$ cat config.mk
export PLATFORM = sky130hd
export DESIGN_NAME = cfg_index_port
export DESIGN_NICKNAME = d
export VERILOG_FILES = /design/src/rtl/cfg_index_port_pkg.sv /design/src/rtl/cfg_ring_check.sv /design/src/rtl/cfg_geom_calc.sv /design/src/rtl/cfg_scratch_bank.sv /design/src/rtl/cfg_index_port.sv
export SDC_FILE = /design/constraint.sdc
export NUM_CORES = 2
export LEC_CHECK = 0
export BUFFER_PORTS_ARGS = -buffer_cell sky130_fd_sc_hd__buf_4
export CAP_MARGIN = 20
export CORE_MARGIN = 4
export CORE_UTILIZATION = 30
export DETAILED_ROUTE_END_ITERATION = 8
export PLACE_DENSITY = 0.54
export SLEW_MARGIN = 30
export SYNTH_ARGS = -nofsm -noshare
export SYNTH_HDL_FRONTEND = slang
export SYNTH_SLANG_ARGS = --single-unit
$ cat constraint.sdc
create_clock -name clk -period 8.3 [get_ports clk]
set_input_delay 1.66 -clock clk [delete_from_list [all_inputs] [get_ports clk]]
set_output_delay 1.66 -clock clk [all_outputs]
set_load 0.01 [all_outputs]
$ cat src/rtl/cfg_index_port_pkg.sv
package cfg_index_port_pkg;

   localparam int IX_ID        = 0;
   localparam int IX_ENABLE    = 1;
   localparam int IX_WIDTH     = 2;
   localparam int IX_HEIGHT    = 3;
   localparam int IX_MAX_W     = 4;
   localparam int IX_MAX_H     = 5;
   localparam int IX_DEPTH     = 6;
   localparam int IX_BPP       = 7;
   localparam int IX_PSEUDO    = 8;
   localparam int IX_RED       = 9;
   localparam int IX_GREEN     = 10;
   localparam int IX_BLUE      = 11;
   localparam int IX_LINE      = 12;
   localparam int IX_FB_START  = 13;
   localparam int IX_FB_OFS    = 14;
   localparam int IX_VRAM      = 15;
   localparam int IX_FB_SIZE   = 16;
   localparam int IX_CAPS      = 17;
   localparam int IX_RING_ADR  = 18;
   localparam int IX_RING_LEN  = 19;
   localparam int IX_CFG       = 20;
   localparam int IX_SYNC      = 21;
   localparam int IX_BUSY      = 22;
   localparam int IX_GUEST     = 23;
   localparam int IX_CUR_ID    = 24;
   localparam int IX_CUR_X     = 25;
   localparam int IX_CUR_Y     = 26;
   localparam int IX_CUR_ON    = 27;
   localparam int IX_HOST_BPP  = 28;
   localparam int IX_SCR_CNT   = 29;
   localparam int IX_RSVD_A    = 30;
   localparam int IX_RSVD_B    = 31;
   localparam int IX_RSVD_C    = 32;
   localparam int PAL_FIRST    = 1024;
   localparam int PAL_LAST     = 1791;
   localparam int SCR_BASE     = 1792;

   localparam logic [31:0] VER_0 = 32'h9000_0000;
   localparam logic [31:0] VER_1 = 32'h9000_0001;
   localparam logic [31:0] VER_2 = 32'h9000_0002;

   localparam logic [31:0] CAP_FIXED  = 32'h0000_0003;
   localparam logic [31:0] CAP_CURSOR = 32'h0000_00E0;

   typedef struct packed {
      logic [31:0] red;
      logic [31:0] green;
      logic [31:0] blue;
   } chan_masks_t;

   function automatic chan_masks_t masks_for(input int depth);
      chan_masks_t m;
      case (depth)
         8:       m = '{32'h07, 32'h38, 32'hC0};
         15:      m = '{32'h1F, 32'h3E0, 32'h7C00};
         16:      m = '{32'h1F, 32'h7E0, 32'hF800};
         default: m = '{32'h00FF_0000, 32'h0000_FF00, 32'h0000_00FF};
      endcase
      return m;
   endfunction

   function automatic logic [31:0] rounded_bits(input int depth);
      return 32'((depth + 7) & ~7);
   endfunction

endpackage

$ cat src/rtl/cfg_ring_check.sv
module cfg_ring_check #(
   parameter logic [31:0] HDR_BYTES  = 32'd16,
   parameter logic [31:0] RING_BYTES = 32'h0001_0000,
   parameter int          MIN_SPAN   = 10240
) (
   input  logic [31:0] lo_bound,
   input  logic [31:0] hi_bound,
   input  logic [3:0]  ptr_lsb,
   output logic        hdr_ok
);
   localparam int NWORDS = 4;

   logic [2*NWORDS-1:0] lsb_all;
   logic [NWORDS-1:0]   word_aligned;
   logic                range_ok;

   assign lsb_all = {ptr_lsb, hi_bound[1:0], lo_bound[1:0]};

   for (genvar g = 0; g < NWORDS; g++) begin : g_align
      assign word_aligned[g] = (lsb_all[2*g +: 2] == 2'b00);
   end

   always_comb begin
      range_ok = (lo_bound >= HDR_BYTES) &&
                 (hi_bound <= RING_BYTES) &&
                 ({1'b0, hi_bound} >= ({1'b0, lo_bound} + 33'(MIN_SPAN)));
   end

   assign hdr_ok = (&word_aligned) && range_ok;

endmodule

$ cat src/rtl/cfg_geom_calc.sv
module cfg_geom_calc #(
   parameter int DEPTH = 24,
   parameter int DIM_W = 16
) (
   input  logic [DIM_W-1:0] req_w,
   input  logic [DIM_W-1:0] req_h,
   output logic [31:0]      line_bytes,
   output logic [31:0]      frame_bytes
);
   localparam int BYPP = (DEPTH + 7) / 8;

   assign line_bytes  = 32'(BYPP) * 32'(req_w);
   assign frame_bytes = line_bytes * 32'(req_h);

endmodule

$ cat src/rtl/cfg_scratch_bank.sv
module cfg_scratch_bank #(
   parameter int N  = 16,
   parameter int AW = $clog2(N)
) (
   input  logic          clk,
   input  logic          rst_n,
   input  logic          we,
   input  logic [AW-1:0] addr,
   input  logic [31:0]   wdata,
   output logic [31:0]   rdata
);
   logic [31:0] word_q [N];

   for (genvar e = 0; e < N; e++) begin : g_word
      always_ff @(posedge clk or negedge rst_n) begin
         if (!rst_n)                        word_q[e] <= '0;
         else if (we && (32'(addr) == e))   word_q[e] <= wdata;
      end
   end

   assign rdata = word_q[addr];

endmodule

$ cat src/rtl/cfg_index_port.sv
module cfg_index_port
   import cfg_index_port_pkg::*;
#(
   parameter int          IDX_W      = 16,
   parameter int          DEPTH      = 24,
   parameter int          DIM_W      = 16,
   parameter int          SCR_N      = 16,
   parameter int          MAX_W      = 2360,
   parameter int          MAX_H      = 1770,
   parameter logic [31:0] FB_BASE    = 32'hE000_0000,
   parameter logic [31:0] VRAM_BYTES = 32'h0080_0000,
   parameter logic [31:0] RING_BYTES = 32'h0001_0000,
   parameter logic [31:0] HDR_BYTES  = 32'd16,
   parameter int          MIN_SPAN   = 10240
) (
   input  logic        clk,
   input  logic        rst_n,
   input  logic        bus_wr,
   input  logic        bus_rd,
   input  logic        bus_sel,
   input  logic [31:0] bus_wdata,
   output logic [31:0] bus_rdata,
   input  logic [31:0] ring_min,
   input  logic [31:0] ring_max,
   input  logic [3:0]  ring_ptr_lsb,
   input  logic        cursor_hw,
   input  logic        size_apply,
   input  logic        sync_done,
   output logic        disp_enable,
   output logic        cfg_valid,
   output logic        sync_busy,
   output logic        bad_access
);
   localparam int          SCR_AW    = $clog2(SCR_N);
   localparam int          SCR_END   = SCR_BASE + SCR_N;
   localparam chan_masks_t MASKS     = masks_for(DEPTH);
   localparam logic [31:0] BITS_RND  = rounded_bits(DEPTH);
   localparam logic [31:0] RING_ADDR = FB_BASE + VRAM_BYTES - RING_BYTES;
   localparam logic [31:0] VRAM_FREE = VRAM_BYTES - RING_BYTES;

   // elaboration-time parameter checks
   if (!(DEPTH == 8 || DEPTH == 15 || DEPTH == 16 || DEPTH == 24 || DEPTH == 32))
   begin : g_bad_depth
      $error("cfg_index_port: DEPTH must be 8, 15, 16, 24 or 32");
   end
   if (SCR_N < 2 || SCR_N > 1024) begin : g_bad_scr
      $error("cfg_index_port: SCR_N must lie in 2..1024");
   end
   if (IDX_W < 11 || IDX_W > 32 || SCR_END > (64'd1 << IDX_W)) begin : g_bad_idx
      $error("cfg_index_port: IDX_W too narrow for the scratch range");
   end
   if (DIM_W < 1 || DIM_W > 32) begin : g_bad_dim
      $error("cfg_index_port: DIM_W must lie in 1..32");
   end
   if (VRAM_BYTES <= RING_BYTES) begin : g_bad_vram
      $error("cfg_index_port: VRAM_BYTES must exceed RING_BYTES");
   end

   logic [IDX_W-1:0] idx_q;
   logic [31:0]      idx_ext;
   logic [31:0]      id_q, enable_q, guest_q;
   logic [31:0]      cur_w_q, cur_h_q, fb_size_q;
   logic [DIM_W-1:0] req_w_q, req_h_q;
   logic [31:0]      cur_id_q, cur_x_q, cur_y_q;
   logic             cur_on_q, cfg_q, busy_q, bad_q;
   logic [31:0]      rdata_q;

   logic [31:0]      line_bytes, frame_bytes, scr_rdata, rd_val;
   logic             ring_ok, scr_hit, pal_hit, known;
   logic [SCR_AW-1:0] scr_addr;
   logic             wr_val, wr_idx;

   assign idx_ext  = 32'(idx_q);
   assign wr_val   = bus_wr && bus_sel;
   assign wr_idx   = bus_wr && !bus_sel;
   assign scr_hit  = (idx_ext >= 32'(SCR_BASE)) && (idx_ext < 32'(SCR_END));
   assign pal_hit  = (idx_ext >= 32'(PAL_FIRST)) && (idx_ext <= 32'(PAL_LAST));
   assign scr_addr = SCR_AW'(idx_ext - 32'(SCR_BASE));

   cfg_ring_check #(
      .HDR_BYTES (HDR_BYTES),
      .RING_BYTES(RING_BYTES),
      .MIN_SPAN  (MIN_SPAN)
   ) u_ring_check (
      .lo_bound(ring_min),
      .hi_bound(ring_max),
      .ptr_lsb (ring_ptr_lsb),
      .hdr_ok  (ring_ok)
   );

   cfg_geom_calc #(
      .DEPTH(DEPTH),
      .DIM_W(DIM_W)
   ) u_geom (
      .req_w      (req_w_q),
      .req_h      (req_h_q),
      .line_bytes (line_bytes),
      .frame_bytes(frame_bytes)
   );

   cfg_scratch_bank #(
      .N (SCR_N),
      .AW(SCR_AW)
   ) u_scratch (
      .clk  (clk),
      .rst_n(rst_n),
      .we   (wr_val && scr_hit),
      .addr (scr_addr),
      .wdata(bus_wdata),
      .rdata(scr_rdata)
   );

   // value-location read decode
   always_comb begin
      rd_val = '0;
      known  = 1'b1;
      case (idx_ext)
         IX_ID:                            rd_val = id_q;
         IX_ENABLE:                        rd_val = enable_q;
         IX_WIDTH:                         rd_val = cur_w_q;
         IX_HEIGHT:                        rd_val = cur_h_q;
         IX_MAX_W:                         rd_val = 32'(MAX_W);
         IX_MAX_H:                         rd_val = 32'(MAX_H);
         IX_DEPTH:                         rd_val = 32'(DEPTH);
         IX_BPP, IX_HOST_BPP:              rd_val = BITS_RND;
         IX_RED:                           rd_val = MASKS.red;
         IX_GREEN:                         rd_val = MASKS.green;
         IX_BLUE:                          rd_val = MASKS.blue;
         IX_LINE:                          rd_val = line_bytes;
         IX_FB_START:                      rd_val = FB_BASE;
         IX_VRAM:                          rd_val = VRAM_FREE;
         IX_FB_SIZE:                       rd_val = fb_size_q;
         IX_CAPS:                          rd_val = CAP_FIXED | (cursor_hw ? CAP_CURSOR : 32'h0);
         IX_RING_ADR:                      rd_val = RING_ADDR;
         IX_RING_LEN:                      rd_val = RING_BYTES;
         IX_CFG:                           rd_val = 32'(cfg_q);
         IX_SYNC, IX_BUSY:                 rd_val = 32'(busy_q);
         IX_GUEST:                         rd_val = guest_q;
         IX_CUR_ID:                        rd_val = cur_id_q;
         IX_CUR_X:                         rd_val = cur_x_q;
         IX_CUR_Y:                         rd_val = cur_y_q;
         IX_CUR_ON:                        rd_val = 32'(cur_on_q);
         IX_SCR_CNT:                       rd_val = 32'(SCR_N);
         IX_PSEUDO, IX_FB_OFS,
         IX_RSVD_A, IX_RSVD_B, IX_RSVD_C:  rd_val = '0;
         default: begin
            if (scr_hit)      rd_val = scr_rdata;
            else if (pal_hit) rd_val = '0;
            else              known  = 1'b0;
         end
      endcase
   end

   always_ff @(posedge clk or negedge rst_n) begin
      if (!rst_n) begin
         idx_q     <= '0;
         id_q      <= VER_2;
         enable_q  <= '0;
         guest_q   <= '0;
         cur_w_q   <= '0;
         cur_h_q   <= '0;
         fb_size_q <= '0;
         req_w_q   <= '0;
         req_h_q   <= '0;
         cur_id_q  <= '0;
         cur_x_q   <= '0;
         cur_y_q   <= '0;
         cur_on_q  <= 1'b0;
         cfg_q     <= 1'b0;
         busy_q    <= 1'b0;
         bad_q     <= 1'b0;
         rdata_q   <= '0;
      end else begin
         if (bus_rd) rdata_q <= bus_sel ? rd_val : idx_ext;
         if ((bus_rd || bus_wr) && bus_sel && !known) bad_q <= 1'b1;
         if (sync_done) busy_q <= 1'b0;
         if (size_apply) begin
            cur_w_q <= 32'(req_w_q);
            cur_h_q <= 32'(req_h_q);
         end
         if (wr_idx) idx_q <= bus_wdata[IDX_W-1:0];
         if (wr_val) begin
            case (idx_ext)
               IX_ID:
                  if (bus_wdata == VER_0 || bus_wdata == VER_1 || bus_wdata == VER_2)
                     id_q <= bus_wdata;
               IX_ENABLE: begin
                  enable_q <= bus_wdata;
                  cur_w_q  <= '1;
                  cur_h_q  <= '1;
                  if (bus_wdata == '0) cfg_q     <= 1'b0;
                  else                 fb_size_q <= frame_bytes;
               end
               IX_WIDTH:  req_w_q <= bus_wdata[DIM_W-1:0];
               IX_HEIGHT: req_h_q <= bus_wdata[DIM_W-1:0];
               IX_DEPTH, IX_BPP:
                  if (bus_wdata != 32'(DEPTH)) cfg_q <= 1'b0;
               IX_CFG:
                  if (bus_wdata == '0) cfg_q <= 1'b0;
                  else if (ring_ok)    cfg_q <= 1'b1;
               IX_SYNC:   busy_q   <= 1'b1;
               IX_GUEST:  guest_q  <= bus_wdata;
               IX_CUR_ID: cur_id_q <= bus_wdata;
               IX_CUR_X:  cur_x_q  <= bus_wdata;
               IX_CUR_Y:  cur_y_q  <= bus_wdata;
               IX_CUR_ON:
                  if (bus_wdata == 32'd1)      cur_on_q <= 1'b1;
                  else if (bus_wdata == 32'd0) cur_on_q <= 1'b0;
               default: ;
            endcase
         end
      end
   end

   assign bus_rdata   = rdata_q;
   assign disp_enable = (enable_q != '0);
   assign cfg_valid   = cfg_q;
   assign sync_busy   = busy_q;
   assign bad_access  = bad_q;

   // ---------------- assertions ----------------
   assert_id_legal_R3: assert property (@(posedge clk) disable iff (!rst_n)
      (id_q == VER_0) || (id_q == VER_1) || (id_q == VER_2));

   assert_enable_zero_drops_R4: assert property (@(posedge clk) disable iff (!rst_n)
      (wr_val && idx_ext == IX_ENABLE && bus_wdata == '0) |=> !cfg_q);

   assert_cfg_gate_R5: assert property (@(posedge clk) disable iff (!rst_n)
      $rose(cfg_q) |-> $past(wr_val && idx_ext == IX_CFG && ring_ok));

   assert_cursor_keep_R8: assert property (@(posedge clk) disable iff (!rst_n)
      (wr_val && idx_ext == IX_CUR_ON && bus_wdata > 32'd1) |=> $stable(cur_on_q));

   assert_bad_sticky_R11: assert property (@(posedge clk) disable iff (!rst_n)
      bad_q |=> bad_q);

   assert_sync_sets_busy_R12: assert property (@(posedge clk) disable iff (!rst_n)
      (wr_val && idx_ext == IX_SYNC) |=> busy_q);

   assert_apply_width_R13: assert property (@(posedge clk) disable iff (!rst_n)
      (size_apply && !wr_val) |=> (cur_w_q == 32'($past(req_w_q))));

endmodule

==> impl_metrics.yaml <==
sta:
  timing.final.crit_share_pct: 96.02
  fin_skew_ns: 0.01703
  setup_viol: 0
  min_period_ns: 7.969
  slew_viol_final: 0
  clock.fmax_ghz: 0.1255
  worstMarginPinSlew_ns: 1.015
  setup-tns-final_ns: 0
  rsz0062_at_grt: "yes"
  slew_headroom_pct: 32.35
  hold_viol_final: 0
placed_design:
  dpl.hpwl_mm: 94.92
  port_buffers: 143
  gp_congestion: 0.8642
  place_area_sq_mm: 0.05419
final_layout:
  regArea_sq_mm: 0.02214
  nets: 4632
  multi_input_area_sq_mm: 0.02625
  syn_to_final_growth_pct: 13.53
  final_area_sq_mm: 0.05771
  fill_cells: 16620
  drive_gt1_share_pct: 31.49
routing:
  viasPerCell: 5.149
  first_iter_violations: 2038
  drtAntennaViolNets: 0
  drt-total-wl_mm: 146.2
  via_count: 33190
  drc_errors: 0
  drt_first_pass_iters: 7
  wire_per_inst_microns: 22.68
synth:
  async_reset_ff_share_pct: 100.0
  synth_top_area_share_pct: 43.37
  yosys_most_used_dff: "dfrtp_1"
  synth_top_family_by_area: "multiplexers"
  synth_cells: 4146
  syn_area_sq_mm: 0.05084
  muxShareOfSynthArea_pct: 23.88
  synth-adder-area-share_pct: 12.29
  synth.distinct_cells: 79
  synth_area_per_cell_sq_um: 12.26
  syn_nets: 4620
  ys_seq_elements: 884
  synthXorXnorAreaFrac_pct: 1.078
  ys_seq_area_share_pct: 43.52
  synth_compound_area_share_pct: 6.306
  synthSimpleGateAreaFrac_pct: 7.684
  ys_top_cells_by_area: "dfrtp_1, mux2_2, fa_1, mux4_2, ha_1"
  synth_top_area_cell: "dfrtp_1"
  synth_edf_count: 0
  yosys_warnings: 0
clock_tree:
  clk_pin_slew_ns: 0.06
  cts_buffer_depth: 3
  ctsHoldBuffers: 0
  clockRootBuffer: "clkbuf_16"
  insertion_delay_ns: 0.66
  h-tree-depth: 3
  tritoncts: "done"
  cts_made_buffers: 95
  clock_sinks: 884
critical_path:
  cpMostUsedCell: "fa_1"
  start_kind: "flip-flop"
  worstPathMaxFanout: 16
  crit_family: "adder cells"
  worstSetupPathType: "reg -> reg"
  slowest_delay_ns: 0.56
  rr_worst_depth: 29
  end_kind: "flip-flop"
  cp.depth: 29
  cp.arrival_ns: 8.47
  crit_buf_inv: 5
  required_ns: 8.80
  cp_slowest_cell: "fa_1"
grt:
  grt-ovfl-total: 0
  grt_pass1_wl_mm: 225.4
  grt_max_degree: 182
  antenna_found_initial: 6
  grtUsageTotal_pct: 16.60
  grt_pass1_vias: 35080
floorplan:
  dieArea_sq_mm: 0.1761
  die_width_microns: 419.6
  io_pins: 144
  row_count: 150
  initial_core_util_pct: 30.30
  coreArea_sq_mm: 0.1678
  die-height_microns: 419.6
power_and_ir_drop:
  vdd_ir_drop_max_uv: 166.8
  total_leakage_power_nw: 27.60
  power_density_mw_per_mm2: 166.3
flow_run:
  drv_cap: 0
outcome:
  status: "finished clean"
min_path:
  whs_path_depth: 1
  hold_class: "reg -> reg"
==> kinds of logic (layout without fill, tap and decap cells) <==
logic type / count (synthesis) / count (layout)
compound gates: 475 / 475
other cells: 0 / 7
simple gates: 763 / 763
buf+inv: 675 / 765
mux: 922 / 922
fa+ha+maj: 366 / 366
flops: 884 / 884
xor+xnor: 61 / 61
==> layout make-up <==
class	instances	area share, %
Clock buffer	136	4.858
Clock inverter	39	0.8910
Tap cell	2204	4.778
Timing Repair Buffer	228	3.248
Antenna cell	7	0.03035
Inverter	362	2.354
Sequential cell	884	38.36
Multi-Input combinational cell	2587	45.48
==> through the flow <==
step                utilization [%]  cells  power [mW]  hold WS [ns]  setup slack, ns
finish                        34.40   6447       9.599        0.4799           0.3308
global route                  34.39   6442       9.952        0.4906         -0.08884
CTS                           34.27   6435       9.721        0.4814         0.004015
detailed placement            32.30   6260       5.227        0.4629          0.09186
global placement              32.29   6260       5.223        0.4610           0.2398
floorplan                         -   4146       4.867        0.4448           0.6715
==> cells in the mapped netlist (6+ instances only) <==
library cell / number
clkbuf_1: 199
a221oi_1: 27
ha_1: 144
nor2b_1: 30
o21a_1: 7
nor4_1: 37
nand2b_1: 17
nand2_1: 275
mux2i_1: 34
and3_1: 28
buf_2: 64
or3_1: 6
mux4_2: 160
mux2_2: 723
a32o_1: 10
xor2_1: 23
a31oi_1: 25
dfrtp_1: 881
a21oi_1: 75
a211o_1: 9
nand3_1: 62
o21ai_0: 132
nand4_1: 32
a22oi_1: 57
nor3_1: 19
a22o_1: 18
o211ai_1: 11
fa_1: 222
a211oi_1: 14
a222oi_1: 20
nor2_1: 73
or4_1: 7
and2_1: 148
a21o_1: 22
buf_1: 42
xnor2_1: 37
inv_1: 362
==> power by group <==
part	internal (mW)	switching (mW)	leakage [nW]
clock	2.67	1.79	1.65
combinational	0.257	0.443	13.7
sequential	4.36	0.0868	12.2
==> per-layer routing <==
metal | vias to the layer above | wire length, microns | GRT usage (%)
met2 | 676 | 71010 | 27.95
met4 | 4 | 4670 | 5.403
met5 | - | 24 | 0
met1 | 17730 | 64930 | 22.50
li1 | 14580 | - | -
met3 | 198 | 5615 | 1.635
==> repair_timing <==
| item | 4_1_cts | 5_1_grt |
|---|---|---|
| endpoints found under the setup margin | 0 | 13 |
| resized for setup | 0 | 20 |
| buffers inserted | 0 | 2 |
==> sequential cells by signal, summed over array words and instances (netlist names), 16 cells and up <==
name / cells
cur_w_q: 32
id_q: 32
idx_q: 16
guest_q: 32
u_scratch.word_q: 512
fb_size_q: 32
req_w_q: 16
enable_q: 32
req_h_q: 16
cur_x_q: 32
bus_rdata: 32
cur_y_q: 32
cur_h_q: 32
cur_id_q: 32
==> final timing paths <==
| check | startpoint | to | slack, ns |
|---|---|---|---|
| max | req_w_q[1] | fb_size_q[30] | 0.33 |
| min | id_q[10] | id_q[10] | 0.48 |
| max reg2reg | req_w_q[1] | fb_size_q[30] | 0.33 |
| min reg2reg | id_q[10] | id_q[10] | 0.48 |
| max in group asynchronous | rst_n | u_scratch.word_q[334] | 5.69 |
| min in group asynchronous | rst_n | cur_y_q[20] | 1.07 |
==> layout by cell type (no fill, tap or decap), types with 27 or more instances in the layout <==
master / n
nor2b_1: 30
a221oi_1: 27
mux2_2: 723
dfrtp_1: 877
xnor2_1: 36
clkbuf_16: 97
inv_1: 362
mux2i_1: 34
and2_1: 147
o21ai_0: 131
buf_4: 215
a22oi_1: 56
nor4_1: 37
nand2_1: 266
and3_1: 27
mux4_2: 160
fa_1: 222
ha_1: 143
nor2_1: 67
nand3_1: 55
nand4_1: 32
a21oi_1: 75
Note: power is estimated with default switching activity, not from simulation.
